--- src/rtl/pfd_pkg.sv ---
package pfd_pkg;
  typedef struct packed {
    logic up;
    logic dn;
  } pfd_req_t;
endpackage

--- src/rtl/pfd_run_ctrl.sv ---
module pfd_run_ctrl (
  input  logic clk,
  input  logic rst_n,
  input  logic ps_run,
  output logic run,
  output logic restart
);
  logic ps_q, ps_d2;

  always_ff @(posedge clk or negedge rst_n) begin
    if (!rst_n) begin
      ps_q  <= 1'b0;
      ps_d2 <= 1'b0;
    end else begin
      ps_q  <= ps_run;
      ps_d2 <= ps_q;
    end
  end

  assign run     = ps_q;
  assign restart = ps_q & ~ps_d2;

  // the strobe lasts one cycle and follows a sampled high level
  p_restart_one_r3: assert property (@(posedge clk) disable iff (!rst_n)
    restart |=> !restart);
  p_restart_src_r3: assert property (@(posedge clk) disable iff (!rst_n)
    restart |-> $past(ps_run));
endmodule

--- src/rtl/pfd_req_core.sv ---
module pfd_req_core
  import pfd_pkg::*;
(
  input  logic     clk,
  input  logic     rst_n,
  input  logic     run,
  input  logic     restart,
  input  logic     ref_pulse,
  input  logic     div_pulse,
  output pfd_req_t req
);
  logic both;
  assign both = req.up & req.dn;

  always_ff @(posedge clk or negedge rst_n) begin
    if (!rst_n) begin
      req <= '0;
    end else if (!run || restart) begin
      req <= '0;
    end else if (both) begin
      req.up <= ref_pulse;
      req.dn <= div_pulse;
    end else begin
      req.up <= req.up | ref_pulse;
      req.dn <= req.dn | div_pulse;
    end
  end

  // a sampled pulse opens its request
  p_set_up_r4: assert property (@(posedge clk) disable iff (!rst_n)
    (run && !restart && ref_pulse) |=> req.up);
  p_set_dn_r4: assert property (@(posedge clk) disable iff (!rst_n)
    (run && !restart && div_pulse) |=> req.dn);
  // a finished comparison releases both requests
  p_clear_r5: assert property (@(posedge clk) disable iff (!rst_n)
    (req.up && req.dn && !ref_pulse) |=> !req.up);
endmodule

--- src/rtl/pfd_lock_det.sv ---
module pfd_lock_det
  import pfd_pkg::*;
#(
  parameter int LOCK_TOL   = 2,
  parameter int LOCK_COUNT = 4
) (
  input  logic     clk,
  input  logic     rst_n,
  input  logic     run,
  input  logic     restart,
  input  pfd_req_t req,
  output logic     lock
);
  localparam int ERR_W  = (LOCK_TOL < 1) ? 1 : $clog2(LOCK_TOL + 1);
  localparam int GOOD_W = $clog2(LOCK_COUNT + 1);
  localparam logic [ERR_W-1:0]  ERR_MAX  = '1;
  localparam logic [ERR_W-1:0]  TOL_V    = ERR_W'(LOCK_TOL);
  localparam logic [GOOD_W-1:0] GOOD_TOP = GOOD_W'(LOCK_COUNT);

  logic [ERR_W-1:0]  err_cnt;
  logic [GOOD_W-1:0] good_cnt;
  logic cmp_done, in_err;

  assign cmp_done = req.up & req.dn;
  assign in_err   = req.up ^ req.dn;

  always_ff @(posedge clk or negedge rst_n) begin
    if (!rst_n) begin
      err_cnt  <= '0;
      good_cnt <= '0;
    end else if (!run || restart) begin
      err_cnt  <= '0;
      good_cnt <= '0;
    end else if (cmp_done) begin
      err_cnt <= '0;
      if (err_cnt < TOL_V) begin
        if (good_cnt != GOOD_TOP) good_cnt <= good_cnt + 1'b1;
      end else begin
        good_cnt <= '0;
      end
    end else if (in_err && err_cnt != ERR_MAX) begin
      err_cnt <= err_cnt + 1'b1;
    end
  end

  assign lock = run & (good_cnt == GOOD_TOP);

  // a wide comparison removes lock
  p_drop_r9: assert property (@(posedge clk) disable iff (!rst_n)
    (run && !restart && cmp_done && err_cnt >= TOL_V) |=> !lock);
  // lock only appears right after a comparison completes
  p_rise_r8: assert property (@(posedge clk) disable iff (!rst_n)
    $rose(lock) |-> $past(cmp_done));
endmodule

--- src/rtl/pfd_pump_drv.sv ---
module pfd_pump_drv
  import pfd_pkg::*;
(
  input  logic     pump_en,
  input  pfd_req_t req,
  output logic     ext_up_n,
  output logic     ext_dn_n,
  output logic     pump_oe,
  output logic     pump_src
);
  assign ext_up_n = ~(pump_en & req.up);
  assign ext_dn_n = ~(pump_en & req.dn);
  assign pump_oe  = pump_en & (req.up ^ req.dn);
  assign pump_src = pump_oe & req.up;
endmodule

--- src/rtl/pfd_lock_top.sv ---
module pfd_lock_top
  import pfd_pkg::*;
#(
  parameter int LOCK_TOL   = 2,
  parameter int LOCK_COUNT = 4
) (
  input  logic clk,
  input  logic rst_n,
  input  logic ps_run,
  input  logic ref_pulse,
  input  logic div_pulse,
  output logic ext_up_n,
  output logic ext_dn_n,
  output logic lock,
  output logic pump_en,
  output logic pump_oe,
  output logic pump_src,
  output logic div_restart
);
  logic     run, restart;
  pfd_req_t req;

  pfd_run_ctrl u_run (
    .clk(clk), .rst_n(rst_n), .ps_run(ps_run), .run(run), .restart(restart)
  );

  pfd_req_core u_core (
    .clk(clk), .rst_n(rst_n), .run(run), .restart(restart),
    .ref_pulse(ref_pulse), .div_pulse(div_pulse), .req(req)
  );

  pfd_lock_det #(.LOCK_TOL(LOCK_TOL), .LOCK_COUNT(LOCK_COUNT)) u_lock (
    .clk(clk), .rst_n(rst_n), .run(run), .restart(restart), .req(req), .lock(lock)
  );

  pfd_pump_drv u_drv (
    .pump_en(pump_en), .req(req), .ext_up_n(ext_up_n), .ext_dn_n(ext_dn_n),
    .pump_oe(pump_oe), .pump_src(pump_src)
  );

  assign pump_en     = run;
  assign div_restart = restart;

  // standby keeps every pump path idle and lock low
  p_standby_r2: assert property (@(posedge clk) disable iff (!rst_n)
    !pump_en |-> (ext_up_n && ext_dn_n && !pump_oe && !lock));
  // internal drive only with the pump enabled and one request open
  p_oe_r6: assert property (@(posedge clk) disable iff (!rst_n)
    pump_oe |-> (pump_en && (ext_up_n != ext_dn_n)));
endmodule

--- config.mk ---
export PLATFORM = sky130hd
export DESIGN_NAME = pfd_lock_top
export DESIGN_NICKNAME = d
export VERILOG_FILES = /design/src/rtl/pfd_pkg.sv /design/src/rtl/pfd_run_ctrl.sv /design/src/rtl/pfd_req_core.sv /design/src/rtl/pfd_lock_det.sv /design/src/rtl/pfd_pump_drv.sv /design/src/rtl/pfd_lock_top.sv
export SDC_FILE = /design/constraint.sdc
export NUM_CORES = 1
export LEC_CHECK = 0
export BUFFER_PORTS_ARGS = -buffer_cell sky130_fd_sc_hd__buf_2
export CELL_PAD_IN_SITES_DETAIL_PLACEMENT = 0
export CELL_PAD_IN_SITES_GLOBAL_PLACEMENT = 1
export CORE_MARGIN = 2
export CORE_UTILIZATION = 25
export CTS_CLUSTER_DIAMETER = 200
export DETAILED_ROUTE_END_ITERATION = 8
export GPL_TIMING_DRIVEN = 0
export PLACE_DENSITY_LB_ADDON = 0.1
export SYNTH_ARGS = -nofsm -noshare
export SYNTH_HDL_FRONTEND = slang
export SYNTH_SLANG_ARGS = --single-unit
--- constraint.sdc ---
create_clock -name clk -period 1.2 [get_ports clk]
set_input_delay 0.12 -clock clk [delete_from_list [all_inputs] [get_ports clk]]
set_output_delay 0.12 -clock clk [all_outputs]
set_load 0.05 [all_outputs]
# Yosys cells after proc, flatten, opt, wreduce, memory -nomap -nowiden

Cells that the tools add are included.

Magnitude comparators: 1
Eq/ne operators: 4
Reduce and logical (&&, ||, !) cells: 6
Mux-type cells: 9
Add/subtract/negate cells: 2
Bitwise operators: 13

Operators with widths:

| operator              | count |
|---|---|
| $mux W3               | 4 |
| $mux W2               | 5 |
| $and A1 B1 Y1         | 7 |
| $ne A3 B3 Y1 const B  | 2 |
| $add A3 B1 Y3 const B | 1 |
| $eq A3 B3 Y1 const B  | 1 |
| $not A1 Y1            | 3 |
| $reduce_bool A3 Y1    | 1 |
| $add A2 B1 Y2 const B | 1 |
| $lt A2 B2 Y1 const B  | 1 |
| $ne A2 B2 Y1 const B  | 1 |
| $or A1 B1 Y1          | 2 |
| $reduce_and A2 Y1     | 1 |
| $reduce_bool A2 Y1    | 1 |
| $logic_and A1 B1 Y1   | 1 |
| $logic_not A1 Y1      | 1 |
| $logic_or A1 B1 Y1    | 1 |
| $xor A1 B1 Y1         | 1 |

Bits of input ports: 5
Logic and storage cells: 41
Register bits: 9
Output and inout bits: 7

# Logic depth before layout (Yosys ltp)

Depth in word-level cells: 5
Mapped depth: 5
Depth with buffers taken out: 5

# Hierarchy

A second synthesis with hierarchy kept.

Cell total of the unflattened synthesis: 48
Area total of the unflattened synthesis: 498.0 um^2

By module, submodules not included:

| module       | times used | area each (um^2) | cells each | sequential area each (um^2) |
|---|---|---|---|---|
| pfd_lock_det | 1          | 321.6            | 31         | 125.1 |
| pfd_req_core | 1          | 86.3             | 9          | 50.0 |
| pfd_run_ctrl | 1          | 63.8             | 3          | 50.0 |
| pfd_pump_drv | 1          | 26.3             | 5          | 0.0 |

# Worst setup path after synthesis

No wires, ideal clock.

Path kind: register -> output
Start point: reg u_run.ps_q, in the netlist u_run.run
End point: out div_restart
Cell stages (with the launch flop): 2
Data arrival time: 1494 ps
Setup slack: -414 ps
Cell sequence: dfrtp_1 -> nor2b_1

Cells in the longest elaborated chain, start to end: 1

RTL lines:

| what                   | RTL line           | source |
|---|---|---|
| start, declared        | pfd_run_ctrl.sv:8  | `logic ps_q, ps_d2;` |
| start signal, assigned | pfd_run_ctrl.sv:15 | `ps_q <= ps_run;` |
| $and A1 B1 Y1          | pfd_run_ctrl.sv:21 | `assign restart = ps_q & ~ps_d2;` |
| end, declared          | pfd_lock_top.sv:18 | `output logic div_restart` |

No other way between the ends.

# Worst setup path after layout

Start point: reg, netlist name u_core.req[0]
End point: out pump_src

Cells in the longest elaborated chain, start to end: 3

RTL lines:

| what          | RTL line           | source |
|---|---|---|
| $xor A1 B1 Y1 | pfd_pump_drv.sv:13 | `assign pump_oe = pump_en & (req.up ^ req.dn);` |
| $and A1 B1 Y1 | pfd_pump_drv.sv:13 |  |
| $and A1 B1 Y1 | pfd_pump_drv.sv:14 | `assign pump_src = pump_oe & req.up;` |
| end, declared | pfd_lock_top.sv:17 | `output logic pump_src,` |

No other way between the ends.

==> metrics.cfg <==
[outcome]
status=finished, violations left
failed_checks=setup timing

[drt]
wl_per_cell_um=10.7
drt-initial-drc-count=2
viasPerCell=4.32
routed_wl_um=1000
first_pass_iters=3
drtAntennaViolNets=0
vias=406
drc=0

[die]
die_height_um=46.9
core_um2=1730
initial_core_util=0.266
ios=12
die-area_um2=2200
die_x_um=46.9
rows=15

[clock_network]
cts_sinks=9
cts_buffers=3
cts-root-buf=clkbuf_4
cts_tree=built
htreeDepth=1
path_clk_slew_ns=0.06
clk_latency_ns=0.25
clk_path_buf_depth=2

[synthesis]
synth_area_per_cell_um2=10.2
ys_seq_area_frac=0.490
synth-edff-count=0
ys_types=19
yosys_warnings=0
synth_area_leaders=dfrtp_1, ha_1, a21oi_1, nor3_1, inv_1
synth_top_area_share=0.490
synth-async-reset-ratio=1.00
synth_flop_cell=dfrtp_1
yosysMostFrequentCell=dfrtp_1
synthTopCellsByCount=dfrtp_1, a21oi_1, ha_1, inv_1
syn_inst=45
ys_seq_elements=9
synth_fp_nets=54
synth_top_cell_by_area=dfrtp_1
synth_area_um2=459

[timing]
slew_headroom=0.834
tightestPinTransition_ns=0.251
fin_hold_ws_ns=0.0820
maxSlewViolCount=0
post-route-min-period_ns=1.38
fin_skew_ns=0.00202
fin_crit_sh=1.15
layout_setup_ws_ns=-0.184
hold_viol=0
rsz0062_at_grt=yes
finalSetupViolations=5
fmax_mhz=722
fin_setup_tns_ns=-0.663

[critical_path]
crit_chain=ha_4 -> and3_4 -> buf_8
r2r_cells=5
cp_max_fo=3
worst_ep_arrival_time_ns=1.26
critPathMaxStageDelay_ns=0.41
critical_path.top_delay_family=flip-flops
worstSetupPathType=reg2out
crit_path_start_kind=register
cp.buffers_inverters=1
cp.depth=3
cp.required_ns=1.08
crit_path_end_kind=primary output
slowest_stage=dfrtp_1

[grt]
grt_max_degree=10
grt_pass1_wl_um=1620
grt_overflow=0
antenna_found_initial=0
track_usage=0.105
grt_pass1_vias=394

[placement]
numPortBuffers=11
routabilityCongestion=0.693
dpl.hpwl_um=689

[min_path]
hold_path.class=in2reg
hold_depth=3

[layout]
finalNetCount=79
area.growth.synth_to_final_pct=61.0
drive_gt1_frac=0.493
num_antenna_cells=0

[power_and_ir_drop]
leakagePower_nw=0.336
p_per_area_nw_per_um2=912
vdd_ir_drop_max_mv=0.583

[run]
cap_viol_max_count=0

## path summary, 6_finish.rpt
check	end	slack, ns	from
setup / recovery	pump_src	-0.18	u_core.req[0]$_DFF_PN0_
hold / removal	u_core.req[0]$_DFF_PN0_	0.08	div_pulse
setup reg to reg	u_lock.err_cnt[1]$_DFFE_PN0P_	-0.13	u_core.req[0]$_DFF_PN0_
hold reg to reg	u_lock.good_cnt[0]$_DFFE_PN0P_	0.60	u_lock.good_cnt[0]$_DFFE_PN0P_
max in group asynchronous	u_run.run$_DFF_PN0_	0.75	rst_n
min in group asynchronous	u_core.req[0]$_DFF_PN0_	0.26	rst_n
## metrics by stage
step,setup WS (ns),instance area (um2),cells,utilization,total power [W]
floorplan,0.0286,469,45,-,0.000387
global placement,-0.0681,556,81,0.322,0.000414
detailed placement,-0.0629,556,81,0.322,0.000414
CTS,-0.182,689,91,0.399,0.000670
global route,-0.215,739,94,0.428,0.000714
finish,-0.184,739,94,0.428,0.000674
## flip-flops by register name (all words and copies together), names as in the netlist
name,cells
u_core.req,2
u_run.run,1
u_lock.good_cnt,3
u_lock.err_cnt,2
u_run.ps_d2,1
## cells by family after synthesis
kind of cell    after synthesis  share of synthesized area
fa+ha+maj                     4                      0.109
xor+xnor                      1                     0.0191
simple gates                 18                      0.240
flops                         9                      0.490
compound gates                8                     0.0872
buf+inv                       4                     0.0327
mux                           1                     0.0218
## area by class of cell
class	instances	area [um2]
fillers	179	987
multi-input cells	32	270
flip-flops and latches	9	226
repair buffers	20	170
well taps	25	31.3
clock buffers	4	26.3
inverters	4	15.0
## layout by cell type (no fill, tap or decap), types with 2 or more instances in the layout
cell type / Yosys / layout
dfrtp_1: 9 / 8
buf_4: 0 / 7
a21oi_1: 6 / 6
buf_2: 0 / 6
nand2_1: 3 / 3
clkbuf_4: 0 / 3
buf_8: 0 / 3
inv_2: 0 / 2
inv_1: 4 / 2
nor2_1: 2 / 2
nor2b_4: 1 / 2
nor3_1: 3 / 2
nand4_1: 2 / 2
ha_4: 0 / 2
ha_1: 4 / 2
dlygate4sd3_1: 0 / 2
buf_6: 0 / 2
## power by group
group	internal, W	leakage (nW)	switching (W)
clock network	0.000128	0.0150	0.0000975
logic	0.0000608	0.203	0.0000658
registers	0.000312	0.119	0.0000101
## worst min-delay path, delay by kind of cell
kind,cells,cell delay (ns)
AOI/OAI and AO/OA,1,0.03
buffers and inverters,1,0.08
and+or+nand+nor,1,0.07
## layer usage
metal  routed length, um  track usage  vias up
met2                 462        0.148        6
met4                   0       0.0611        0
met5                   0            0        -
li1                    -            -      205
met3                  21       0.0231        0
met1                 520        0.147      195
## repair_timing
item / CTS / global route
resized for setup: 16 / 9
buffers inserted: 4 / 3
hold buffers: 2 / 0
pin swaps: 3 / 3
endpoints found under the hold margin: 10 / 0
setup endpoints to repair: 8 / 10
(Power assumes the default switching activity.)
